$ cat src/rtl/eewf_pkg.sv
package eewf_pkg;

  typedef enum logic [2:0] {
    ST_IDLE  = 3'd0,
    ST_RESET = 3'd1,
    ST_SEND  = 3'd2,
    ST_RECV  = 3'd3,
    ST_END   = 3'd4
  } seq_state_e;

  localparam int          OPCODE_W    = 3;
  localparam logic [2:0]  READ_OPCODE = 3'b110;
  localparam int          PH_PER_BIT  = 3;

  typedef struct packed {
    logic cs;
    logic sck;
    logic di;
  } bus_t;

endpackage

$ cat src/rtl/eewf_phase_timer.sv
module eewf_phase_timer #(
  parameter int PHASE_CYC = 50000
) (
  input  logic clk,
  input  logic rst_n,
  input  logic hold,
  output logic tick
);

  localparam int CNT_W = (PHASE_CYC > 1) ? $clog2(PHASE_CYC) : 1;
  localparam logic [CNT_W-1:0] CNT_LAST = CNT_W'(PHASE_CYC - 1);

  logic [CNT_W-1:0] cnt_q, cnt_d;

  always_comb begin
    tick  = !hold && (cnt_q == CNT_LAST);
    cnt_d = (hold || tick) ? '0 : cnt_q + 1'b1;
  end

  always_ff @(posedge clk or negedge rst_n) begin
    if (!rst_n) cnt_q <= '0;
    else        cnt_q <= cnt_d;
  end

endmodule

$ cat src/rtl/eewf_sync.sv
module eewf_sync #(
  parameter int STAGES = 2
) (
  input  logic clk,
  input  logic rst_n,
  input  logic d_async,
  output logic q_sync
);

  logic [STAGES-1:0] chain_q;

  generate
    if (STAGES == 1) begin : g_one
      always_ff @(posedge clk or negedge rst_n) begin
        if (!rst_n) chain_q <= '0;
        else        chain_q <= d_async;
      end
    end else begin : g_many
      always_ff @(posedge clk or negedge rst_n) begin
        if (!rst_n) chain_q <= '0;
        else        chain_q <= {chain_q[STAGES-2:0], d_async};
      end
    end
  endgenerate

  assign q_sync = chain_q[STAGES-1];

endmodule

$ cat src/rtl/eewf_seq.sv
module eewf_seq
  import eewf_pkg::*;
#(
  parameter int ADDR_W     = 5,
  parameter int DATA_W     = 16,
  parameter int WORD_CNT   = 3,
  parameter int START_ADDR = 10,
  parameter int IDX_W      = 2
) (
  input  logic              clk,
  input  logic              rst_n,
  input  logic              start,
  input  logic              tick,
  input  logic              din_s,
  output logic              timer_hold,
  output logic              busy,
  output logic              done,
  output bus_t              bus,
  output logic              cap_valid,
  output logic [IDX_W-1:0]  cap_idx,
  output logic [DATA_W-1:0] cap_data
);

  localparam int TX_W  = OPCODE_W + ADDR_W;
  localparam int MAXB  = (DATA_W > TX_W) ? DATA_W : TX_W;
  localparam int BIT_W = (MAXB > 1) ? $clog2(MAXB) : 1;
  localparam logic [BIT_W-1:0]  TX_LAST    = BIT_W'(TX_W - 1);
  localparam logic [BIT_W-1:0]  RX_LAST    = BIT_W'(DATA_W - 1);
  localparam logic [IDX_W-1:0]  IDX_LAST   = IDX_W'(WORD_CNT - 1);
  localparam logic [ADDR_W-1:0] ADDR_FIRST = ADDR_W'(START_ADDR);
  localparam logic [1:0]        PH_LAST    = 2'(PH_PER_BIT - 1);

  seq_state_e        state_q, state_d;
  logic [1:0]        ph_q, ph_d;
  logic [BIT_W-1:0]  bit_q, bit_d;
  logic [TX_W-1:0]   tx_q, tx_d;
  logic [DATA_W-1:0] rx_q, rx_d;
  logic [IDX_W-1:0]  idx_q, idx_d;
  logic [ADDR_W-1:0] addr_q, addr_d;
  logic              done_q, done_d;
  logic              capv_q, capv_d;
  logic [IDX_W-1:0]  capi_q, capi_d;
  logic [DATA_W-1:0] capd_q, capd_d;
  bus_t              bus_q, bus_d;
  logic              ph_end;

  assign ph_end = (ph_q == PH_LAST);

  // next-state process
  always_comb begin
    state_d = state_q;
    ph_d    = ph_q;
    bit_d   = bit_q;
    tx_d    = tx_q;
    rx_d    = rx_q;
    idx_d   = idx_q;
    addr_d  = addr_q;
    done_d  = done_q;
    capv_d  = 1'b0;
    capi_d  = capi_q;
    capd_d  = capd_q;
    unique case (state_q)
      ST_IDLE: begin
        if (start) begin
          state_d = ST_RESET;
          idx_d   = '0;
          addr_d  = ADDR_FIRST;
          done_d  = 1'b0;
        end
      end
      ST_RESET: begin
        if (tick) begin
          state_d = ST_SEND;
          ph_d    = '0;
          bit_d   = '0;
          tx_d    = {READ_OPCODE, addr_q};
        end
      end
      ST_SEND: begin
        if (tick) begin
          if (ph_end) begin
            ph_d = '0;
            tx_d = {tx_q[TX_W-2:0], 1'b0};
            if (bit_q == TX_LAST) begin
              state_d = ST_RECV;
              bit_d   = '0;
              rx_d    = '0;
            end else begin
              bit_d = bit_q + 1'b1;
            end
          end else begin
            ph_d = ph_q + 1'b1;
          end
        end
      end
      ST_RECV: begin
        if (tick) begin
          if (ph_q == 2'd1) rx_d = {rx_q[DATA_W-2:0], din_s};
          if (ph_end) begin
            ph_d = '0;
            if (bit_q == RX_LAST) begin
              state_d = ST_END;
              capv_d  = 1'b1;
              capi_d  = idx_q;
              capd_d  = rx_q;
            end else begin
              bit_d = bit_q + 1'b1;
            end
          end else begin
            ph_d = ph_q + 1'b1;
          end
        end
      end
      ST_END: begin
        if (tick) begin
          if (idx_q == IDX_LAST) begin
            state_d = ST_IDLE;
            done_d  = 1'b1;
          end else begin
            state_d = ST_RESET;
            idx_d   = idx_q + 1'b1;
            addr_d  = addr_q + 1'b1;
          end
        end
      end
      default: state_d = ST_IDLE;
    endcase
  end

  // pin decode, registered below so every pin moves one cycle after its phase
  always_comb begin
    bus_d = '0;
    unique case (state_q)
      ST_SEND: begin
        bus_d.cs  = 1'b1;
        bus_d.sck = (ph_q == 2'd1);
        bus_d.di  = tx_q[TX_W-1];
      end
      ST_RECV: begin
        bus_d.cs  = 1'b1;
        bus_d.sck = !ph_end;
        bus_d.di  = 1'b0;
      end
      default: bus_d = '0;
    endcase
  end

  // register process
  always_ff @(posedge clk or negedge rst_n) begin
    if (!rst_n) begin
      state_q <= ST_IDLE;
      ph_q    <= '0;
      bit_q   <= '0;
      tx_q    <= '0;
      rx_q    <= '0;
      idx_q   <= '0;
      addr_q  <= '0;
      done_q  <= 1'b0;
      capv_q  <= 1'b0;
      capi_q  <= '0;
      capd_q  <= '0;
      bus_q   <= '0;
    end else begin
      state_q <= state_d;
      ph_q    <= ph_d;
      bit_q   <= bit_d;
      tx_q    <= tx_d;
      rx_q    <= rx_d;
      idx_q   <= idx_d;
      addr_q  <= addr_d;
      done_q  <= done_d;
      capv_q  <= capv_d;
      capi_q  <= capi_d;
      capd_q  <= capd_d;
      bus_q   <= bus_d;
    end
  end

  assign timer_hold = (state_q == ST_IDLE);
  assign busy       = (state_q != ST_IDLE);
  assign done       = done_q;
  assign bus        = bus_q;
  assign cap_valid  = capv_q;
  assign cap_idx    = capi_q;
  assign cap_data   = capd_q;

endmodule

$ cat src/rtl/eewf_word_store.sv
module eewf_word_store #(
  parameter int DATA_W   = 16,
  parameter int WORD_CNT = 3,
  parameter int IDX_W    = 2
) (
  input  logic                       clk,
  input  logic                       rst_n,
  input  logic                       wr_en,
  input  logic [IDX_W-1:0]           wr_idx,
  input  logic [DATA_W-1:0]          wr_data,
  output logic [WORD_CNT*DATA_W-1:0] words
);

  generate
    for (genvar g = 0; g < WORD_CNT; g++) begin : g_slot
      logic [DATA_W-1:0] slot_q;
      logic              slot_en;

      assign slot_en = wr_en && (wr_idx == IDX_W'(g));

      always_ff @(posedge clk or negedge rst_n) begin
        if (!rst_n)       slot_q <= '0;
        else if (slot_en) slot_q <= wr_data;
      end

      assign words[g*DATA_W +: DATA_W] = slot_q;
    end
  endgenerate

endmodule

$ cat src/rtl/eeprom_word_fetch.sv
module eeprom_word_fetch
  import eewf_pkg::*;
#(
  parameter int PHASE_CYC  = 50000,
  parameter int START_ADDR = 10,
  parameter int WORD_CNT   = 3,
  parameter int ADDR_W     = 5,
  parameter int DATA_W     = 16,
  parameter int SYNC_STG   = 2,
  localparam int IDX_W     = (WORD_CNT > 1) ? $clog2(WORD_CNT) : 1
) (
  input  logic                       clk,
  input  logic                       rst_n,
  input  logic                       start,
  output logic                       eep_cs,
  output logic                       eep_sck,
  output logic                       eep_di,
  input  logic                       eep_do,
  output logic                       busy,
  output logic                       done,
  output logic                       word_valid,
  output logic [IDX_W-1:0]           word_idx,
  output logic [DATA_W-1:0]          word_data,
  output logic [WORD_CNT*DATA_W-1:0] words
);

  logic tick;
  logic timer_hold;
  logic din_s;
  bus_t bus;

  eewf_phase_timer #(.PHASE_CYC(PHASE_CYC)) u_timer (
    .clk   (clk),
    .rst_n (rst_n),
    .hold  (timer_hold),
    .tick  (tick)
  );

  eewf_sync #(.STAGES(SYNC_STG)) u_sync (
    .clk     (clk),
    .rst_n   (rst_n),
    .d_async (eep_do),
    .q_sync  (din_s)
  );

  eewf_seq #(
    .ADDR_W     (ADDR_W),
    .DATA_W     (DATA_W),
    .WORD_CNT   (WORD_CNT),
    .START_ADDR (START_ADDR),
    .IDX_W      (IDX_W)
  ) u_seq (
    .clk        (clk),
    .rst_n      (rst_n),
    .start      (start),
    .tick       (tick),
    .din_s      (din_s),
    .timer_hold (timer_hold),
    .busy       (busy),
    .done       (done),
    .bus        (bus),
    .cap_valid  (word_valid),
    .cap_idx    (word_idx),
    .cap_data   (word_data)
  );

  eewf_word_store #(
    .DATA_W   (DATA_W),
    .WORD_CNT (WORD_CNT),
    .IDX_W    (IDX_W)
  ) u_store (
    .clk     (clk),
    .rst_n   (rst_n),
    .wr_en   (word_valid),
    .wr_idx  (word_idx),
    .wr_data (word_data),
    .words   (words)
  );

  assign eep_cs  = bus.cs;
  assign eep_sck = bus.sck;
  assign eep_di  = bus.di;

endmodule

$ cat config.mk
export PLATFORM = sky130hd
export DESIGN_NAME = eeprom_word_fetch
export DESIGN_NICKNAME = d
export VERILOG_FILES = /design/src/rtl/eewf_pkg.sv /design/src/rtl/eewf_phase_timer.sv /design/src/rtl/eewf_sync.sv /design/src/rtl/eewf_seq.sv /design/src/rtl/eewf_word_store.sv /design/src/rtl/eeprom_word_fetch.sv
export SDC_FILE = /design/constraint.sdc
export NUM_CORES = 1
export LEC_CHECK = 0
export ABC_AREA = 0
export BUFFER_PORTS_ARGS = -buffer_cell sky130_fd_sc_hd__buf_4
export CAP_MARGIN = 20
export CORE_UTILIZATION = 52
export CTS_CLUSTER_DIAMETER = 40
export CTS_CLUSTER_SIZE = 25
export DETAILED_ROUTE_END_ITERATION = 8
export PLACE_DENSITY = 0.76
export SYNTH_ARGS = -nofsm -noshare
export SYNTH_HDL_FRONTEND = slang
export SYNTH_SLANG_ARGS = --single-unit
export TNS_END_PERCENT = 50
$ cat constraint.sdc
create_clock -name clk -period 1.8 [get_ports clk]
set_clock_uncertainty 0.1 [all_clocks]
set_input_delay 0.36 -clock clk [delete_from_list [all_inputs] [get_ports clk]]
set_output_delay 0.36 -clock clk [all_outputs]
set_load 0.01 [all_outputs]
### After elaboration in Yosys (flattened, before gate mapping)

Index checks and enable logic that the tools add are counted.

| storage, ports and cells | value |
|---|---|
| bits of input ports | 4 |
| logic and storage cells | 125 |
| flip-flop bits (word level) | 129 |
| output and inout port bits | 72 |

| operators by class | value |
|---|---|
| multiplexer cells | 51 |
| reductions and logical operators | 24 |
| equal/unequal tests | 26 |
| add/sub/neg operators | 5 |

Operators by type and width:

| operator | number |
|---|---|
| 16-bit two-way mux | 6 |
| 16-bit one-hot mux with 2 select lines | 1 |
| 4-bit two-way mux | 7 |
| 3-bit two-way mux | 9 |
| 8-bit two-way mux | 3 |
| 16-bit by 1-bit adder with 16-bit output (second input constant) | 1 |
| 16-bit equality test (second input constant) | 1 |
| 8-bit one-hot mux with 2 select lines | 1 |
| 4-bit AND reduction | 4 |
| 5-bit two-way mux | 3 |
| 3-bit one-hot mux with 5 select lines | 1 |
| 2-bit by 1-bit != test with 1-bit output (second input constant) | 7 |
| 2-bit != test (second input constant) | 7 |
| 2-bit two-way mux | 6 |
| 4-bit one-hot mux with 3 select lines | 1 |
| 5-bit one-hot mux with 2 select lines | 1 |
| 9-bit AND reduction | 1 |
| 1-bit two-way mux | 8 |
| 2-bit one-hot mux with 2 select lines | 2 |
| 2-bit nonzero test | 4 |
| 7-bit AND reduction | 1 |
| 2-bit equality test (second input constant) | 3 |
| 3-bit by 2-bit equality test with 1-bit output (second input constant) | 2 |
| 3-bit one-hot mux with 2 select lines | 1 |
| other kinds (18) | 25 |

### Longest topological paths before layout

| depth | value |
|---|---|
| depth in word-level cells | 5 |
| gate-level depth with buffers | 7 |
| gate-level depth less buffers | 6 |

### Cells and area by module

Synthesis repeated with hierarchy kept, for this count alone.

| second synthesis, totals | value |
|---|---|
| cells, all modules | 448 |
| area, all modules | 5636.7 um^2 |

By module, submodules not included:

| module | area an instance (um^2) | cells each | times used | sequential area each (um^2) |
|---|---|---|---|---|
| eewf_seq | 2929.1 | 262 | 1 | 1576.5 |
| eewf_word_store | 1815.5 | 102 | 1 | 1201.2 |
| eewf_phase_timer | 842.1 | 82 | 1 | 400.4 |
| eewf_sync | 50.0 | 2 | 1 | 50.0 |

### Least setup slack after synthesis

No wires, ideal clock.

| path | value |
|---|---|
| path kind | flip-flop to flip-flop |
| start point | reg u_timer.cnt_q[0] |
| end point | reg u_seq.capd_q[0], in the netlist u_seq.cap_data[0] |
| arrival | 1.733 ns |
| data required time | 1.575 ns |
| clock period less this slack | 1.958 ns |
| buffers on the path | 2 |
| stages on the path, launching flop included | 8 |
| setup slack | -0.158 ns |
| library setup time | 0.125 ns |
| cell sequence | dfrtp_1 ha_1 and3_1 buf_2 and4_1 nand3_1 buf_6 mux2_4 |

| between the ends | value |
|---|---|
| longest elaborated chain between the ends | 3 |

RTL lines:

| item | line | source |
|---|---|---|
| from (decl) | eewf_phase_timer.sv:13 | `logic [CNT_W-1:0] cnt_q, cnt_d;` |
| from (signal assigned) | eewf_phase_timer.sv:22 | `else cnt_q <= cnt_d;` |
| 16-bit equality test | eewf_phase_timer.sv:16 | `tick = !hold && (cnt_q == CNT_LAST);` |
| 1-bit logical AND | eewf_phase_timer.sv:16 |  |
| 4-bit AND reduction (no line) | -- |  |
| to (signal assigned) | eewf_seq.sv:174 | `capd_q <= capd_d;` |
| to (decl) | eewf_seq.sv:43 | `logic [DATA_W-1:0] capd_q, capd_d;` |

Every way passes these cells.
A chain may end at the register's enable or synchronous reset.

### Worst setup path after layout

| path | value |
|---|---|
| start point | reg u_seq.state_q[0] |
| end point | out busy |

| between the ends | value |
|---|---|
| longest elaborated chain between the ends | 1 |

RTL lines:

| item | line | source |
|---|---|---|
| from (decl) | eewf_seq.sv:33 | `seq_state_e state_q, state_d;` |
| from (signal assigned) | eewf_seq.sv:164 | `state_q <= state_d;` |
| 3-bit nonzero test | eewf_seq.sv:180 | `assign busy = (state_q != ST_IDLE);` |
| to (decl) | eeprom_word_fetch.sv:19 | `output logic busy,` |

Every way passes these cells.

==> flow_summary.toml <==
[synthesis]
muxShareOfSynthArea_pct = 19.2
synth.yosys.seq_area_share_pct = 56.8
synth_fp_nets = 455
ys_warn_count = 0
synth_edf_count = 0
synth_top_area_share_pct = 56.8
yosys.area_share.simple_pct = 12.4
synth_area_leaders = "dfrtp_1 57%, mux2_2 11%, mux2_4 4.8%"
yosys.area.top_type = "dfrtp_1"
syn_area_um2 = 5680
synth_top_family_by_area = "multiplexers"
async_flop_share_pct = 100
synth_most_common_cell = "dfrtp_1"
synth-compound-area-share_pct = 5.35
ys_seq_elements = 129
synth_cell_types = 56
avgSynthCellArea_um2 = 12.7
synthTopCellsByCount = "129 x dfrtp_1, 57 x mux2_2, 32 x nand2_1"
ys.flop_type = "dfrtp_1"
synthAdderAreaFrac_pct = 0.881
synth-xor-area-share_pct = 1.85
synthCells = 447

[die]
start_util_pct = 54.3
dieArea_um2 = 11300
rows = 37
die_h_um = 107
die_x_um = 107
core_area_um2 = 10500
ios = 76

[global_routing]
grt_overflow = 0
antenna_found_initial = 0
grt_pass1_vias = 4373
grt_max_degree = 53
grt_usage_pct = 26.0
grt_pass1_wl_mm = 22.5

[finish]
area_growth_pct = 40.3
final_layout_size_suffix_gt1_share_pct = 49.5
fillers = 618
n_antenna_cell = 0
fin_nets = 615

[cts]
clkLatencyLatePin_ns = 0.53
clock-sinks = 129
cts_buffer_depth = 2
cts_tree = "done"
ctsRootBufferMaster = "clkbuf_8"
htreeDepth = 4
clk_pin_slew_ns = 0.06
cts_buffers = 17

[critical_path]
cp_max_fo = 12
critPathRequiredTime_ns = 1.34
start_kind = "register"
cp_data_arrival_time_ns = 1.57
reg2regPathDepth = 5
worstSetupPathType = "reg2out"
r2r_start = "u_seq.state_q[0]$_DFFE_PN0P_"
reg2reg_slack_ns = -0.21
end_kind = "primary output"
reg2reg_to = "u_seq.tx_q[2]$_DFFE_PN0P_"

[sta]
setup_ws_ns = -0.233
finalCritPeriodShare_pct = 113
finalSetupTns_ns = -5.63
final_max_slew_viol_count = 0
slew_headroom_pct = 76.9
tightest_slew_ns = 0.344
rsz0062_at_grt = "true"
period_needed_ns = 2.03
finalHoldViolCount = 0
fmax_ghz = 0.492
final-setup-viol-count = 69

[route]
drcViolationCount = 0
wl_per_cell_um = 18.3
vias = 4191
first_pass_iters = 5
vias_per_cell = 5.54
antenna_left = 0
drt_iter0_markers = 240
drt-total-wl_mm = 13.8

[hold_path]
hp-class = "in2reg"
min_to = "u_seq.addr_q[3]$_DFFE_PN0P_"
hold_path_depth = 3
hold_path_startpoint = "start"

[outcome]
status = "finished, violations left"
violations = "setup timing"

[power]
vdd_drop_max_uv = 802
power_density_nw_per_um2 = 804
p_leak_uw = 0.00406
finalPower_uw = 6410

[place]
dp_hpwl_mm = 8.14
gp_congestion = 0.870
io_buffers = 75

[run]
timing.max_cap.violations = 0
## logic make-up after synthesis
group	Yosys count
AOI/OAI and AO/OA	44
and+or+nand+nor	120
buffers and inverters	45
DFF	129
adders and majority gates	4
muxes	93
xor gates and xnor gates	12
## through the flow
step           util, %  hold WS, ns  setup slack, ns  std cells  area (um^2)
6_report          76.2        0.106           -0.233        756         7970
5_1_grt           76.2       0.0817           -0.287        756         7970
4_1_cts           75.0       0.0677           -0.235        751         7850
3_5_place_dp      65.6        0.144           -0.201        698         6860
3_3_place_gp      65.6        0.141          -0.0699        698         6860
2_1_floorplan        -      -0.0356          -0.0315        447         5720
## flip-flops by register name, indices dropped and copies added, names as in the netlist, 2 cells and up
signal	count
u_seq.cap_data	16
u_seq.ph_q	2
u_seq.bit_q	4
u_seq.idx_q	2
u_seq.cap_idx	2
u_seq.tx_q	8
u_sync.chain_q	2
u_seq.addr_q	5
u_seq.rx_q	16
u_store.g_slot.slot_q	48
u_seq.state_q	3
u_seq.bus	3
u_timer.cnt_q	16
## critical path: stages (launching register included)
cell     delay [ns]
dfrtp_1        0.41
buf_6          0.16
nor3_4         0.19
buf_6          0.14
inv_4          0.03
buf_6          0.11
## cell usage in the layout, fill, tap and decap left out, drive strengths merged, types with 8 or more instances in the layout
cell type / synthesis / routed
nand2: 32 / 32
nor2: 23 / 23
mux2: 75 / 75
o21ai: 12 / 12
nand3: 12 / 12
clkbuf: 10 / 18
mux2i: 18 / 18
nand4: 11 / 11
buf: 10 / 158
inv: 25 / 32
xor2: 8 / 8
dfrtp: 129 / 129
## area by class of cell
cell class / instances / area, um^2 / area share (%)
sequential: 129 / 3230 / 40.5
multi-input combinational: 273 / 2470 / 30.9
timing repair buffer: 161 / 1420 / 17.8
clock buffer: 17 / 414 / 5.19
clock inverter: 15 / 174 / 2.18
tap: 136 / 170 / 2.13
inverter: 25 / 96.3 / 1.21
## per-layer routing
metal  vias up  part of all wire [%]  track usage [%]
li1       1926                     -                -
met1      2123                    43             32.9
met2       118                    52             44.2
met3        24                   3.2             5.40
met4         0                   2.2             9.78
met5         -                     0                0
## how the worst max path moves through the flow
stage / from / endpoint
final: u_seq.state_q[0]$_DFFE_PN0P_ / busy
after global routing: u_seq.state_q[0]$_DFFE_PN0P_ / busy
after CTS: u_seq.state_q[2]$_DFFE_PN0P_ / busy
after detailed placement: u_timer.cnt_q[1]$_DFF_PN0_ / u_seq.addr_q[4]$_DFFE_PN0P_
after global placement: u_timer.cnt_q[7]$_DFF_PN0_ / u_seq.bit_q[1]$_DFFE_PN0P_
after floorplan: u_timer.cnt_q[7]$_DFF_PN0_ / u_seq.cap_data[0]$_DFFE_PN0P_
## timing repair
action / in CTS / in global routing
cloned: 4 / 0
gates resized for setup: 41 / 34
buffers inserted: 15 / 9
pin swaps: 22 / 13
hold endpoints to repair: 130 / 0
setup endpoints to repair: 65 / 72
hold buffers: 2 / 0
## power by group
group          switching (uW)  leakage [uW]  internal [uW]  total [uW]
clock                    1410      0.000288           2020        3430
combinational            59.1       0.00205           18.0        77.1
sequential              0.773       0.00172           2900        2900
Power figures use the tool's default switching activity.
